$ cat src/rtl/ldst_pkg.sv
package ldst_pkg;

   typedef enum logic [1:0] {
      LS_IDLE  = 2'd0,
      LS_ISSUE = 2'd1,
      LS_WAIT  = 2'd2
   } ldst_state_e;

   localparam logic PRIV_USER = 1'b0;

endpackage

$ cat src/rtl/ldst_ctrl.sv
module ldst_ctrl
   import ldst_pkg::*;
(
   input  logic clk,
   input  logic rst_n,
   input  logic req_valid,
   input  logic q_store,
   input  logic mem_rvalid,
   output logic req_ready,
   output logic accept,
   output logic issue,
   output logic capture
);

   ldst_state_e state_q, state_d;

   assign req_ready = (state_q == LS_IDLE);
   assign accept    = req_ready & req_valid;
   assign issue     = (state_q == LS_ISSUE);
   assign capture   = (state_q == LS_WAIT) & mem_rvalid;

   always_comb begin
      state_d = state_q;
      unique case (state_q)
         LS_IDLE:  if (accept) state_d = LS_ISSUE;
         LS_ISSUE: state_d = q_store ? LS_IDLE : LS_WAIT;
         LS_WAIT:  if (mem_rvalid) state_d = LS_IDLE;
         default:  state_d = LS_IDLE;
      endcase
   end

   always_ff @(posedge clk or negedge rst_n) begin
      if (!rst_n) state_q <= LS_IDLE;
      else        state_q <= state_d;
   end

endmodule

$ cat src/rtl/ldst_lane_steer.sv
module ldst_lane_steer #(
   parameter int ADDR_W = 26,
   parameter int DATA_W = 32,
   parameter int LANE_W = 8,
   localparam int LANES = DATA_W / LANE_W,
   localparam int SEL_W = $clog2(LANES)
) (
   input  logic              en,
   input  logic              is_byte,
   input  logic [ADDR_W-1:0] addr,
   input  logic [DATA_W-1:0] wdata,
   output logic [ADDR_W-1:0] mem_addr,
   output logic [LANES-1:0]  mem_be,
   output logic [DATA_W-1:0] mem_wdata
);

   logic [SEL_W-1:0]  lane;
   logic [LANES-1:0]  be_raw;
   logic [DATA_W-1:0] wdata_rep;
   logic [ADDR_W-1:0] addr_aligned;

   assign lane         = addr[SEL_W-1:0];
   assign addr_aligned = {addr[ADDR_W-1:SEL_W], {SEL_W{1'b0}}};

   for (genvar g = 0; g < LANES; g++) begin : g_lane
      assign be_raw[g] = is_byte ? (lane == SEL_W'(g)) : 1'b1;
      assign wdata_rep[g*LANE_W +: LANE_W] =
         is_byte ? wdata[LANE_W-1:0] : wdata[g*LANE_W +: LANE_W];
   end

   assign mem_be    = en ? be_raw    : '0;
   assign mem_wdata = en ? wdata_rep : '0;
   assign mem_addr  = en ? (is_byte ? addr : addr_aligned) : '0;

endmodule

$ cat src/rtl/ldst_load_format.sv
module ldst_load_format #(
   parameter int DATA_W = 32,
   parameter int LANE_W = 8,
   localparam int LANES = DATA_W / LANE_W,
   localparam int SEL_W = $clog2(LANES)
) (
   input  logic              is_byte,
   input  logic [SEL_W-1:0]  lane,
   input  logic [DATA_W-1:0] rdata,
   output logic [DATA_W-1:0] result
);

   logic [LANE_W-1:0] lane_bytes [LANES];
   logic [LANE_W-1:0] picked;

   for (genvar g = 0; g < LANES; g++) begin : g_split
      assign lane_bytes[g] = rdata[g*LANE_W +: LANE_W];
   end

   assign picked = lane_bytes[lane];
   assign result = is_byte ? {{(DATA_W-LANE_W){1'b0}}, picked} : rdata;

endmodule

$ cat src/rtl/ldst_single_unit.sv
module ldst_single_unit
   import ldst_pkg::*;
#(
   parameter int ADDR_W = 26,
   parameter int DATA_W = 32,
   parameter int LANE_W = 8,
   localparam int LANES = DATA_W / LANE_W,
   localparam int SEL_W = $clog2(LANES)
) (
   input  logic              clk,
   input  logic              rst_n,
   input  logic              req_valid,
   output logic              req_ready,
   input  logic              req_is_store,
   input  logic              req_is_byte,
   input  logic              req_force_user,
   input  logic              cur_priv,
   input  logic [ADDR_W-1:0] req_addr,
   input  logic [DATA_W-1:0] req_wdata,
   output logic              mem_req,
   output logic              mem_we,
   output logic [ADDR_W-1:0] mem_addr,
   output logic [LANES-1:0]  mem_be,
   output logic [DATA_W-1:0] mem_wdata,
   output logic              mem_priv,
   input  logic              mem_rvalid,
   input  logic [DATA_W-1:0] mem_rdata,
   output logic              res_valid,
   output logic [DATA_W-1:0] res_data
);

   if (DATA_W % LANE_W != 0) begin : g_bad_split
      $error("DATA_W must be a whole number of lanes");
   end
   if (LANES < 2 || (1 << SEL_W) != LANES) begin : g_bad_lanes
      $error("lane count must be a power of two of at least 2");
   end
   if (ADDR_W <= SEL_W) begin : g_bad_addr
      $error("ADDR_W too small for lane select");
   end

   logic              accept, issue, capture;
   logic              q_store, q_byte, q_priv;
   logic [ADDR_W-1:0] q_addr;
   logic [DATA_W-1:0] q_wdata;
   logic [DATA_W-1:0] fmt_data;

   ldst_ctrl u_ctrl (
      .clk        (clk),
      .rst_n      (rst_n),
      .req_valid  (req_valid),
      .q_store    (q_store),
      .mem_rvalid (mem_rvalid),
      .req_ready  (req_ready),
      .accept     (accept),
      .issue      (issue),
      .capture    (capture)
   );

   always_ff @(posedge clk or negedge rst_n) begin
      if (!rst_n) begin
         q_store <= 1'b0;
         q_byte  <= 1'b0;
         q_priv  <= PRIV_USER;
         q_addr  <= '0;
         q_wdata <= '0;
      end else if (accept) begin
         q_store <= req_is_store;
         q_byte  <= req_is_byte;
         q_priv  <= req_force_user ? PRIV_USER : cur_priv;
         q_addr  <= req_addr;
         q_wdata <= req_wdata;
      end
   end

   ldst_lane_steer #(
      .ADDR_W (ADDR_W),
      .DATA_W (DATA_W),
      .LANE_W (LANE_W)
   ) u_steer (
      .en        (issue),
      .is_byte   (q_byte),
      .addr      (q_addr),
      .wdata     (q_wdata),
      .mem_addr  (mem_addr),
      .mem_be    (mem_be),
      .mem_wdata (mem_wdata)
   );

   assign mem_req  = issue;
   assign mem_we   = issue & q_store;
   assign mem_priv = q_priv;

   ldst_load_format #(
      .DATA_W (DATA_W),
      .LANE_W (LANE_W)
   ) u_fmt (
      .is_byte (q_byte),
      .lane    (q_addr[SEL_W-1:0]),
      .rdata   (mem_rdata),
      .result  (fmt_data)
   );

   always_ff @(posedge clk or negedge rst_n) begin
      if (!rst_n) begin
         res_valid <= 1'b0;
         res_data  <= '0;
      end else begin
         res_valid <= capture;
         if (capture) res_data <= fmt_data;
      end
   end

endmodule

$ cat config.mk
export PLATFORM = sky130hd
export DESIGN_NAME = ldst_single_unit
export DESIGN_NICKNAME = d
export VERILOG_FILES = /design/src/rtl/ldst_pkg.sv /design/src/rtl/ldst_ctrl.sv /design/src/rtl/ldst_lane_steer.sv /design/src/rtl/ldst_load_format.sv /design/src/rtl/ldst_single_unit.sv
export SDC_FILE = /design/constraint.sdc
export NUM_CORES = 1
export LEC_CHECK = 0
export BUFFER_PORTS_ARGS = -buffer_cell sky130_fd_sc_hd__buf_2
export CAP_MARGIN = 20
export CORE_MARGIN = 4
export CORE_UTILIZATION = 50
export DETAILED_ROUTE_END_ITERATION = 12
export GPL_TIMING_DRIVEN = 0
export PLACE_DENSITY = 0.85
export SYNTH_ARGS = -nofsm -noshare
export SYNTH_HDL_FRONTEND = slang
export SYNTH_HIERARCHICAL = 1
export SYNTH_SLANG_ARGS = --single-unit
$ cat constraint.sdc
create_clock -name clk -period 1.9 [get_ports clk]
set_input_delay 0.475 -clock clk [delete_from_list [all_inputs] [get_ports clk]]
set_output_delay 0.475 -clock clk [all_outputs]
set_load 0.01 [all_outputs]
==> parameters.txt, run 1 <==
Parameter                              Value

Floorplan
  Initial standard-cell utilization of the core ... between 50% and 60%
  Horizontal extent of the die ... 110 um
  Number of top-level pins ... roughly 200
  Placeable core region ... 9910 um^2
  Number of placement rows ... 36
  Y dimension of the die ... roughly 110 um
  Die outline area ... 12,000 um^2

Critical path
  Worst reg2reg startpoint ... q_byte$_DFFE_PN0P_
  Most frequent cell on the critical path ... sky130_fd_sc_hd__buf_8
  Nature of the critical path startpoint ... flop
  Required arrival time at the worst endpoint ... 1420 ps
  Critical Path Fanout Max ... 5
  Slowest cell delay on critical path ... 420 ps
  Endpoint type of the worst setup path ... primary output
  Arrival time at the worst endpoint ... 1540 ps
  Critical path class ... flop to primary output
  Slowest CP cell ... sky130_fd_sc_hd__dfrtp_1
  Number of cells on the worst reg-to-reg path ... 7
  Worst reg2reg path endpoint ... res_data[5]$_DFFE_PN0P_
  Slack of the worst reg-to-reg path ... 80 ps
  Ordered cell list for the critical path ... nor2b_4 > buf_12 > buf_8 > buf_8 > and2_4 > buf_6

Clock tree
  H-Tree Depth ... 3
  Clock input transition at the sequential cells of the worst setup and hold paths ... approximately 90 ps
  Clock latency on the worst-skew pair ... 340 ps
  Number of buffers on the longest clock path ... 2
  Number of buffers added by the clock tree synthesis step ... 9
  Number of sinks driven by the clock tree ... 96
  Clock tree from TritonCTS ... built
  Cell at the root of the clock tree ... sky130_fd_sc_hd__clkbuf_8

Timing
  Setup TNS ... -4840 ps
  Final Hold Vio Count ... 0
  Worst Setup Slack, final ... -112 ps
  Setup violation total in the final timing report ... 63
  Max Clk Rate ... 0.497 GHz
  Remaining max-slew budget at the tightest pin ... between 60 and 70%
  Post-layout minimum cycle time ... just over 2000 ps
  Max-slew violation total from the final report ... 0
  Fraction of the cycle the final worst path needs ... 106%
  Transition time of the tightest slew-check pin ... 594 ps
  RSZ-0062 raised after global routing ... yes
  Setup skew after layout ... roughly 13 ps

Synth
  Sequential-to-total area share from yosys stat ... 46.5%
  Area contributors post-synth ... sky130_fd_sc_hd__dfrtp_1 46%, sky130_fd_sc_hd__mux2_4 17%, sky130_fd_sc_hd__mux2_2 7.0%
  Mapped cell area ... just over 5000 um^2
  Avg Inst Size Synth ... ~13 um^2
  Count of synthesis-stage warnings from yosys ... 6
  Leading area contributor after synthesis ... sky130_fd_sc_hd__dfrtp_1
  Gate count of the mapped netlist ... 384
  Area share of the largest cell type after synthesis ... 46.5%
  Number of distinct standard cells referenced by the synthesized netlist ... 32
  Number of flip-flops and latches in the synthesized netlist ... 96
  Synthesized Nets ... 482

GRT
  Largest net degree at the start of global routing ... 54
  Vias in the first global route ... 4,198
  Number of antenna violations at the first check in global routing ... 0
  Overall routing resource usage ... 23.4%
  Global route overflow ... 0
  Global-route wire length before repair ... about 21 mm

Status
  Violated checks ... setup timing
  Status ... finished, violations left

Drt
  Number of DRC violations after detailed-routing iteration 0 ... between 150 and 200
  Count of vias placed by the detailed router ... 3,872
  Routed length per instance ... 19.0 um
  Number of detailed-routing iterations run before antenna repair ... 4
  Residual antenna-violating net count after detailed routing ... 0
  Number of design rule violations left after detail routing ... 0
  Vias per inst ... 5.17
  Routed wire length ... ~14 mm

Placement
  Placed cell area ... 6350 um^2
  Count of input and output buffers ... 196
  Final weighted congestion in routability-driven placement ... 0.824
  HPWL after DPL ... 10.1 mm

Power
  Static power due to leakage ... 3.70 nW
  Clock power frac ... between 10% and 20%
  Areal power density over the cells ... about 1700 nW/um^2
  Net load switching power ... between 0.004 and 0.005 W
  Sum of internal, switching and leakage power ... 0.0124 W
  Switching share of power ... 35.4%
  Fraction of power consumed by sequential logic ... 31.1%
  Gate power share ... 56.7%
  Worst IR Drop VDD ... 0.935 mV
  Pint ... 0.00799 W

Final layout
  Filler Cell Count ... 666
  Proportion of layout cells with a drive suffix above 1 ... roughly two thirds
  Leading cell type in the layout, fill and taps excluded ... sky130_fd_sc_hd__buf_2
  Commonest cells after routing, fill and taps aside ... 172 x sky130_fd_sc_hd__buf_2, 95 x sky130_fd_sc_hd__dfrtp_1, 60 x sky130_fd_sc_hd__mux2_4
  Area of combinational cells with multiple inputs ... between 2000 and 3000 um^2
  Nets@finish ... 709
  Number of antenna repair diodes ... 0
  Synth-to-layout area growth ... 40.1%
  Final design instance area without fill ... about 7200 um^2
  Area of all sequential standard cells ... 2400 um^2

Flow run
  Count of max-cap constraint violations ... 0

Min path
  Worst hold path class ... primary input to async pin
-- stage by stage --
stage	setup WS [ps]	utilization (%)	std cells	hold slack [ps]
final	-112	73.1	749	113
after CTS	-103	70.8	746	123
after global placement	-555	63.8	713	484
after detailed placement	-129	64.1	714	487
after floorplan	262	-	384	179
after global routing	-199	73.1	749	143
-- per-layer routing --
| metal | routed length [um] | GRT usage, % | share of wire, % | vias to the layer above |
|---|---|---|---|---|
| li1 | - | - | - | 1774 |
| met1 | 5690 | 29.5 | 40 | 1957 |
| met2 | 7580 | 41.6 | 53 | 126 |
| met3 | 760 | 3.29 | 5.3 | 15 |
| met4 | 179 | 7.21 | 1.3 | 0 |
| met5 | 0 | 0 | 0 | - |
-- timing repair --
action / 4_1_cts / 5_1_grt
hold buffers: 0 / 0
setup buffers: 10 / 2
pin swaps: 8 / 0
cloned: 7 / 1
endpoints found under the setup margin: 64 / 63
resized for setup: 68 / 44
endpoints found under the hold margin: 0 / 0
-- critical path, delay by kind of cell (launching register included) --
| kind | cells | cell delay, ps |
|---|---|---|
| AND/OR/NAND/NOR | 2 | 320 |
| flip-flops | 1 | 420 |
| buffers and inverters | 4 | 460 |
-- cell families after synthesis --
kind of cell           share of synthesized area [%]
buffers and inverters                           6.15
flip-flops                                      46.5
AND/OR/NAND/NOR                                 15.1
multiplexers                                    25.9
AO/OA/AOI/OAI                                   6.39
-- layout make-up --
cell class | count | share of cell area, %
multi-input cells | 252 | 36.8
flip-flops and latches | 96 | 33.2
repair buffers | 217 | 19.4
plain buffers | 25 | 4.58
well taps | 133 | 2.30
clock buffers | 12 | 2.14
clock inverters | 4 | 1.05
inverters | 10 | 0.518
-- state kept, by name, indices dropped and copies added, names as in the netlist --
name / cells
q_store: 1
q_wdata: 32
mem_priv: 1
res_valid: 1
q_addr: 26
res_data: 32
q_byte: 1
u_ctrl/state_q: 2
-- cells in the mapped netlist --
master                     instances
sky130_fd_sc_hd__dfrtp_1          96
sky130_fd_sc_hd__mux2_4           60
sky130_fd_sc_hd__and2_1           37
sky130_fd_sc_hd__mux2_2           32
sky130_fd_sc_hd__a21boi_1         22
sky130_fd_sc_hd__nand2b_1         22
sky130_fd_sc_hd__nor2b_1          20
sky130_fd_sc_hd__buf_6            10
sky130_fd_sc_hd__inv_1            10
sky130_fd_sc_hd__mux2i_1           8
sky130_fd_sc_hd__a221oi_1          6
sky130_fd_sc_hd__buf_12            6
sky130_fd_sc_hd__nand2_1           6
sky130_fd_sc_hd__a21boi_2          5
sky130_fd_sc_hd__and2b_1           4
sky130_fd_sc_hd__and4bb_1          4
sky130_fd_sc_hd__and4bb_2          4
sky130_fd_sc_hd__buf_2             4
sky130_fd_sc_hd__clkbuf_2          4
sky130_fd_sc_hd__nand2_2           4
sky130_fd_sc_hd__nand2b_4          4
sky130_fd_sc_hd__a221oi_2          2
sky130_fd_sc_hd__and3_1            2
sky130_fd_sc_hd__clkbuf_1          2
sky130_fd_sc_hd__nor2_1            2
sky130_fd_sc_hd__o21ai_0           2
sky130_fd_sc_hd__a21o_1            1
sky130_fd_sc_hd__and2_4            1
sky130_fd_sc_hd__nand3b_1          1
sky130_fd_sc_hd__nor2b_2           1
sky130_fd_sc_hd__nor3b_1           1
sky130_fd_sc_hd__o21ai_2           1
-- worst max path at each step --
stage / start / to / depth (start not counted)
after floorplan: u_ctrl/state_q[1]$_DFFE_PN0P_ / mem_be[1] / 3
after global placement: rst_n / q_addr[14]$_DFFE_PN0P_ / 1
after global routing: u_ctrl/state_q[1]$_DFFE_PN0P_ / mem_addr[21] / 6
final: u_ctrl/state_q[1]$_DFFE_PN0P_ / mem_addr[18] / 6
after CTS: u_ctrl/state_q[0]$_DFFE_PN0P_ / mem_addr[13] / 6
after detailed placement: u_ctrl/state_q[1]$_DFFE_PN0P_ / mem_wdata[26] / 4
-- power groups by stage --
| stage | registers [W] | logic [W] | clock network, W |
|---|---|---|---|
| 4_1_cts | 0.00382 | 0.00653 | 0.00154 |
| 3_5_place_dp | 0.00380 | 0.00562 | 0 |
| 5_1_grt | 0.00396 | 0.00746 | 0.00164 |
| 2_1_floorplan | 0.00375 | 0.00383 | 0 |
| 6_report | 0.00385 | 0.00702 | 0.00151 |
| 3_3_place_gp | 0.00373 | 0.00548 | 0 |
Power figures use the tool's default switching activity.
==> inputs of run 2 (changes only) <==
--- a/constraint.sdc
+++ b/constraint.sdc
@@ -3,2 +3,2 @@
 set_output_delay 0.475 -clock clk [all_outputs]
-set_load 0.01 [all_outputs]
+set_load 0.005 [all_outputs]
==> run 2 against run 1 <==
Against the previous run:
- the run still ends with setup timing left
- worst hold slack better by 3.5 ps
- clock power about the same
- largest cell class unchanged
- register-to-register slack improved by 140 ps
- critical path type unchanged
- via count down 0.46%
- largest power group unchanged
- wire length shrank 1.6%
- highest routed layer unchanged
- sequential share of layout area up 0.30 points
==> parameters.txt, run 2 (same netlist as run 1, synthesis figures left out) <==
Parameter                              Value

Final layout
  Synth-to-layout area growth ... 38.9%
  Filler Cell Count ... between 600 and 700
  Largest registers ranked by flip-flop count ... q_wdata: 32 flops, res_data: 32 flops, q_addr: 26 flops
  Area of all sequential standard cells ... 2400 um^2
  Nets@finish ... a little over 700
  Utilization of the core after routing ... between 70% and 80%
  Area of combinational cells with multiple inputs ... 2660 um^2
  Proportion of layout cells with a drive suffix above 1 ... between 60% and 70%
  Leading cell type in the layout, fill and taps excluded ... sky130_fd_sc_hd__buf_2
  Commonest cells after routing, fill and taps aside ... 174 x sky130_fd_sc_hd__buf_2, 95 x sky130_fd_sc_hd__dfrtp_1, 60 x sky130_fd_sc_hd__mux2_4
  Number of antenna repair diodes ... 0

GRT
  Largest net degree at the start of global routing ... 54
  Global-route wire length before repair ... 21.0 mm
  Overall routing resource usage ... 22.9%
  Number of antenna violations at the first check in global routing ... 0
  Vias in the first global route ... 4,154
  Global route overflow ... 0

Power
  Net load switching power ... 0.00401 W
  Clock power frac ... 12.7%
  Gate power share ... a little over half
  Static power due to leakage ... 3.67 nW
  Worst IR Drop VDD ... 0.881 mV
  Pint ... 0.00786 W
  Switching share of power ... 33.8%
  Areal power density over the cells ... 1650 nW/um^2
  Fraction of power consumed by sequential logic ... 32.4%

Clock tree
  Clock input transition at the sequential cells of the worst setup and hold paths ... approximately 90 ps
  CTS Hold Buffers Added ... 0
  Number of buffers added by the clock tree synthesis step ... 9
  Cell at the root of the clock tree ... sky130_fd_sc_hd__clkbuf_8
  Clock tree from TritonCTS ... built
  Clock latency on the worst-skew pair ... 340 ps
  Number of buffers on the longest clock path ... 2
  H-Tree Depth ... 3
  Number of sinks driven by the clock tree ... 96

Critical path
  Slowest cell delay on critical path ... 420 ps
  Slack of the worst reg-to-reg path ... about 220 ps
  Ordered cell list for the critical path ... nor2b_4 > buf_6 > buf_8 > clkbuf_16 > and2_4 > buf_6
  Nature of the critical path startpoint ... flop
  Arrival time at the worst endpoint ... 1500 ps
  Critical Path Fanout Max ... 5
  Critical path class ... flop to primary output
  Number of cells on the worst reg-to-reg path ... 6
  Worst reg2reg path endpoint ... q_wdata[29]$_DFFE_PN0P_
  Most frequent cell on the critical path ... sky130_fd_sc_hd__buf_6
  Required arrival time at the worst endpoint ... 1420 ps
  Worst reg2reg startpoint ... u_ctrl/state_q[1]$_DFFE_PN0P_
  Endpoint type of the worst setup path ... primary output
  Slowest CP cell ... sky130_fd_sc_hd__dfrtp_1

Placement
  HPWL after DPL ... just over 10 mm
  Count of input and output buffers ... 196
  Final weighted congestion in routability-driven placement ... 0.824
  Pre-CTS setup slack ... -111 ps

Floorplan
  Number of placement rows ... 36
  Initial standard-cell utilization of the core ... 52.2%
  Horizontal extent of the die ... 110 um
  Placeable core region ... 9910 um^2
  Y dimension of the die ... between 100 and 150 um
  Number of top-level pins ... about 200
  Die outline area ... 12,000 um^2

Flow run
  Count of max-cap constraint violations ... 0

Timing
  Setup skew after layout ... 12.1 ps
  Max Clk Rate ... 0.506 GHz
  Worst Setup Slack, final ... -75.4 ps
  RSZ-0062 raised after global routing ... yes
  Max-slew violation total from the final report ... 0
  Post-layout minimum cycle time ... 1980 ps
  Fraction of the cycle the final worst path needs ... 104%
  Final Hold Vio Count ... 0
  Transition time of the tightest slew-check pin ... 585 ps
  Setup violation total in the final timing report ... 56
  Remaining max-slew budget at the tightest pin ... 61.0%

Drt
  Number of design rule violations left after detail routing ... 0
  Count of vias placed by the detailed router ... slightly below 4,000
  Number of detailed-routing iterations run before antenna repair ... 4
  Residual antenna-violating net count after detailed routing ... 0
  Number of DRC violations after detailed-routing iteration 0 ... 153
  Routed length per instance ... 18.7 um
  Vias per inst ... 5.17
  Routed wire length ... 14.0 mm

Status
  Violated checks ... setup timing
  Status ... finished, violations left

Min path
  Worst hold path class ... primary input to async pin
run 2: cell count changes in the layout (fill, tap and decap cells not counted), sizes merged:
cell,before,now
clkbuf,16,17
buf,238,234
run 2: repair_timing:
item	in CTS	in global routing
cloned	4	2
hold endpoints to repair	0	0
buffers inserted	10	2
endpoints found under the setup margin	64	63
pin swaps	9	0
resized for setup	44	59
run 2: stage by stage:
stage | hold slack [ps] | power (W) | TNS [ps] | cells | cell area [um^2]
6_report | 116 | 0.0119 | -2260 | 746 | 7180
5_1_grt | 142 | 0.0126 | -7410 | 746 | 7180
4_1_cts | 123 | 0.0113 | -2650 | 743 | 6890
3_5_place_dp | 487 | 0.00909 | -1030 | 714 | 6350
3_3_place_gp | 484 | 0.00887 | -54530 | 713 | 6320
2_1_floorplan | 179 | 0.00725 | 0 | 384 | 5170
run 2: area by class of cell:
class                      count  share of cell area, %
clock buffer                  12                   2.16
multi-input combinational    252                   37.0
timing repair buffer         214                   18.9
inverter                      10                  0.523
clock inverter                 4                   1.06
buffer                        25                   4.51
sequential                    96                   33.5
tap                          133                   2.32
run 2: worst max path at each step:
| stage | depth (start not counted) | slack, ps | from | to |
|---|---|---|---|---|
| after floorplan | 3 | 380 | u_ctrl/state_q[1]$_DFFE_PN0P_ | mem_be[1] |
| after global placement | 1 | -560 | rst_n | q_addr[14]$_DFFE_PN0P_ |
| after detailed placement | 4 | -110 | u_ctrl/state_q[1]$_DFFE_PN0P_ | mem_wdata[26] |
| after CTS | 6 | -100 | u_ctrl/state_q[0]$_DFFE_PN0P_ | mem_addr[12] |
| after global routing | 5 | -160 | u_ctrl/state_q[1]$_DFFE_PN0P_ | mem_wdata[29] |
| final | 6 | -80 | u_ctrl/state_q[1]$_DFFE_PN0P_ | mem_addr[12] |
run 2: per-layer routing:
| metal | vias up | track usage (%) | wire length [um] | share of wire (%) |
|---|---|---|---|---|
| met2 | 125 | 40.7 | 7420 | 53 |
| met3 | 13 | 3.23 | 751 | 5.4 |
| met1 | 1953 | 28.8 | 5650 | 40 |
| met5 | - | 0 | 0 | 0 |
| met4 | 0 | 7.21 | 169 | 1.2 |
| li1 | 1763 | - | - | - |
run 2: power groups by stage:
stage	clock, W	sequential (W)	combinational [W]
6_report	0.00151	0.00385	0.00652
5_1_grt	0.00164	0.00395	0.00697
4_1_cts	0.00154	0.00381	0.00595
3_5_place_dp	0	0.00380	0.00528
3_3_place_gp	0	0.00373	0.00514
2_1_floorplan	0	0.00362	0.00363
run 2: critical path, delay by kind of cell (launching register included):
family	cells	cell delay, ps
flops	1	420
buf+inv	4	470
simple gates	2	280
==> inputs of run 3 (changes only) <==
Settings changed: CORE_UTILIZATION 50 to 35, PLACE_DENSITY 0.85 to 0.64.
==> run 3 against run 2 <==
Against the previous run:
- the run still ends with setup timing left
- clock-buffer cell count decreased by 3
- sequential share of layout area is 0.39 points lower
- sequential power down 1%
- total power rose by 1.5%
- utilization is 22 points lower
- die area up 39%
- first-iteration DRC count grew 13%
- register-to-register slack lost 30 ps
==> parameters.txt, run 3 (same netlist as run 1, synthesis figures left out) <==
Parameter                              Value

Status
  Status ... finished, violations left
  Violated checks ... setup timing

Final layout
  Utilization of the core after routing ... 50.3%
  Area of combinational cells with multiple inputs ... 2670 um^2
  Filler Cell Count ... between 1,000 and 1,500
  Final design instance area without fill ... 7280 um^2
  Number of non-filler instances in the completed layout ... 800
  Number of antenna repair diodes ... 0
  Synth-to-layout area growth ... 40.7%
  Largest registers ranked by flip-flop count ... q_wdata: 32 flops, res_data: 32 flops, q_addr: 26 flops
  Nets@finish ... 709
  Commonest cells after routing, fill and taps aside ... 183 x sky130_fd_sc_hd__buf_2, 92 x sky130_fd_sc_hd__dfrtp_1, 60 x sky130_fd_sc_hd__mux2_4
  Area of all sequential standard cells ... 2410 um^2
  Proportion of layout cells with a drive suffix above 1 ... 67.7%
  Leading cell type in the layout, fill and taps excluded ... sky130_fd_sc_hd__buf_2

Critical path
  Required arrival time at the worst endpoint ... about 1400 ps
  Slack of the worst reg-to-reg path ... ~190 ps
  Critical path class ... flop to primary output
  Endpoint type of the worst setup path ... primary output
  Critical Path Fanout Max ... 10
  Nature of the critical path startpoint ... flop
  Arrival time at the worst endpoint ... 1520 ps

Placement
  Final weighted congestion in routability-driven placement ... 0.830
  Placed cells ... about 770
  HPWL after DPL ... 10.5 mm
  Count of input and output buffers ... 196
  Placed cell area ... 6410 um^2

Timing
  Transition time of the tightest slew-check pin ... 616 ps
  RSZ-0062 raised after global routing ... yes
  Max-slew violation total from the final report ... 0
  Final hold slack ... 112 ps
  Remaining max-slew budget at the tightest pin ... around three fifths
  Fraction of the cycle the final worst path needs ... 105%
  Max Clk Rate ... 0.502 GHz
  Post-layout minimum cycle time ... 1990 ps
  Setup violation total in the final timing report ... 51
  Setup skew after layout ... 5.17 ps
  Final Hold Vio Count ... 0
  Worst Setup Slack, final ... -91.6 ps

Drt
  Number of detailed-routing iterations run before antenna repair ... 4
  Count of vias placed by the detailed router ... 3,838
  Number of design rule violations left after detail routing ... 0
  Routed wire length ... 14.5 mm
  Vias per inst ... 4.80
  Residual antenna-violating net count after detailed routing ... 0
  Number of DRC violations after detailed-routing iteration 0 ... 173
  Routed length per instance ... 18.2 um

Power
  Net load switching power ... 0.00418 W
  Areal power density over the cells ... 1660 nW/um^2
  Switching share of power ... 34.7%
  Pint ... 0.00787 W
  Clock power frac ... 15.0%
  Gate power share ... 53.4%
  Static power due to leakage ... 3.67 nW
  Fraction of power consumed by sequential logic ... a little under a third
  Worst IR Drop VDD ... 0.699 mV

Clock tree
  Cell at the root of the clock tree ... sky130_fd_sc_hd__clkbuf_16
  Number of buffers on the longest clock path ... 2
  Number of buffers added by the clock tree synthesis step ... 9
  Clock tree from TritonCTS ... built
  H-Tree Depth ... 3
  CTS Hold Buffers Added ... 0
  Clock latency on the worst-skew pair ... 350 ps
  Clock input transition at the sequential cells of the worst setup and hold paths ... 80 ps
  Number of sinks driven by the clock tree ... 96

GRT
  Global-route wire length before repair ... between 20 and 25 mm
  Largest net degree at the start of global routing ... 57
  Vias in the first global route ... 4,018
  Global route overflow ... 0
  Number of antenna violations at the first check in global routing ... 0
  Overall routing resource usage ... 17.1%

Floorplan
  Horizontal extent of the die ... approximately 130 um
  Placeable core region ... 14,500 um^2
  Y dimension of the die ... about 130 um
  Number of top-level pins ... 197
  Die outline area ... 16,800 um^2
  Number of placement rows ... 44
  Initial standard-cell utilization of the core ... 35.7%

Min path
  Worst hold path class ... primary input to async pin

Flow run
  Count of max-cap constraint violations ... 0
-- run 3: cell types whose count changed in the layout (fill, tap and decap cells not counted), sizes merged --
cell | before | now
inv | 10 | 14
bufinv | 2 | 0
clkbuf | 17 | 15
buf | 234 | 235
clkinvlp | 1 | 2
nor2b | 21 | 22
-- run 3: what timing repair did --
item / CTS / global route
cloned: 5 / 2
pin swaps: 9 / 1
setup endpoints to repair: 64 / 63
gates resized for setup: 44 / 53
buffers inserted: 7 / 6
-- run 3: area by class of cell --
| cell class | instances | area share, % |
|---|---|---|
| Clock inverter | 7 | 0.877 |
| Multi-Input combinational cell | 253 | 36.7 |
| Sequential cell | 96 | 33.1 |
| Buffer | 26 | 4.71 |
| Inverter | 10 | 0.516 |
| Tap cell | 184 | 3.16 |
| Timing Repair Buffer | 215 | 17.9 |
| Clock buffer | 9 | 3.10 |
-- run 3: power groups by stage --
| stage | combinational, W | sequential, W | clock [W] |
|---|---|---|---|
| after floorplan | 0.00363 | 0.00362 | 0 |
| after global placement | 0.00524 | 0.00374 | 0 |
| after detailed placement | 0.00533 | 0.00378 | 0 |
| after CTS | 0.00588 | 0.00380 | 0.00187 |
| after global routing | 0.00691 | 0.00395 | 0.00196 |
| final | 0.00643 | 0.00381 | 0.00181 |
-- run 3: path summary, 6_finish.rpt --
kind                                                 endpoint                           from  depth (start not counted)
worst min-delay path                  q_wdata[29]$_DFFE_PN0P_                          rst_n                          1
worst max-delay path                            mem_wdata[16]             q_byte$_DFFE_PN0P_                          5
worst min register to register        res_data[0]$_DFFE_PN0P_        res_data[0]$_DFFE_PN0P_                          1
worst max register to register          q_addr[3]$_DFFE_PN0P_  u_ctrl/state_q[1]$_DFFE_PN0P_                          6
min in group clk                u_ctrl/state_q[0]$_DFFE_PN0P_                      req_valid                          2
max in group asynchronous       u_ctrl/state_q[1]$_DFFE_PN0P_                          rst_n                          2
-- run 3: worst max-delay path: stages, from the launching register on --
cell and delay, ps:
sky130_fd_sc_hd__dfrtp_2 440, sky130_fd_sc_hd__buf_6 170, sky130_fd_sc_hd__buf_12 150, sky130_fd_sc_hd__nand2_2 110
sky130_fd_sc_hd__a21boi_2 170, sky130_fd_sc_hd__buf_2 130
-- run 3: routing by layer --
| metal | vias to the layer above | global-route usage (%) | part of all wire (%) |
|---|---|---|---|
| li1 | 1774 | - | - |
| met1 | 1916 | 22.1 | 43 |
| met2 | 125 | 28.4 | 49 |
| met3 | 23 | 2.97 | 6.2 |
| met4 | 0 | 7.15 | 2.1 |
| met5 | - | 0 | 0 |
-- run 3: metrics by stage --
step                TNS (ps)  power, W  worst slack [ps]
floorplan                  0   0.00725               377
global placement      -65140   0.00899              -667
detailed placement     -2240   0.00912              -176
CTS                    -4080    0.0115              -102
global route           -6890    0.0128              -160
finish                 -2190    0.0120             -91.6
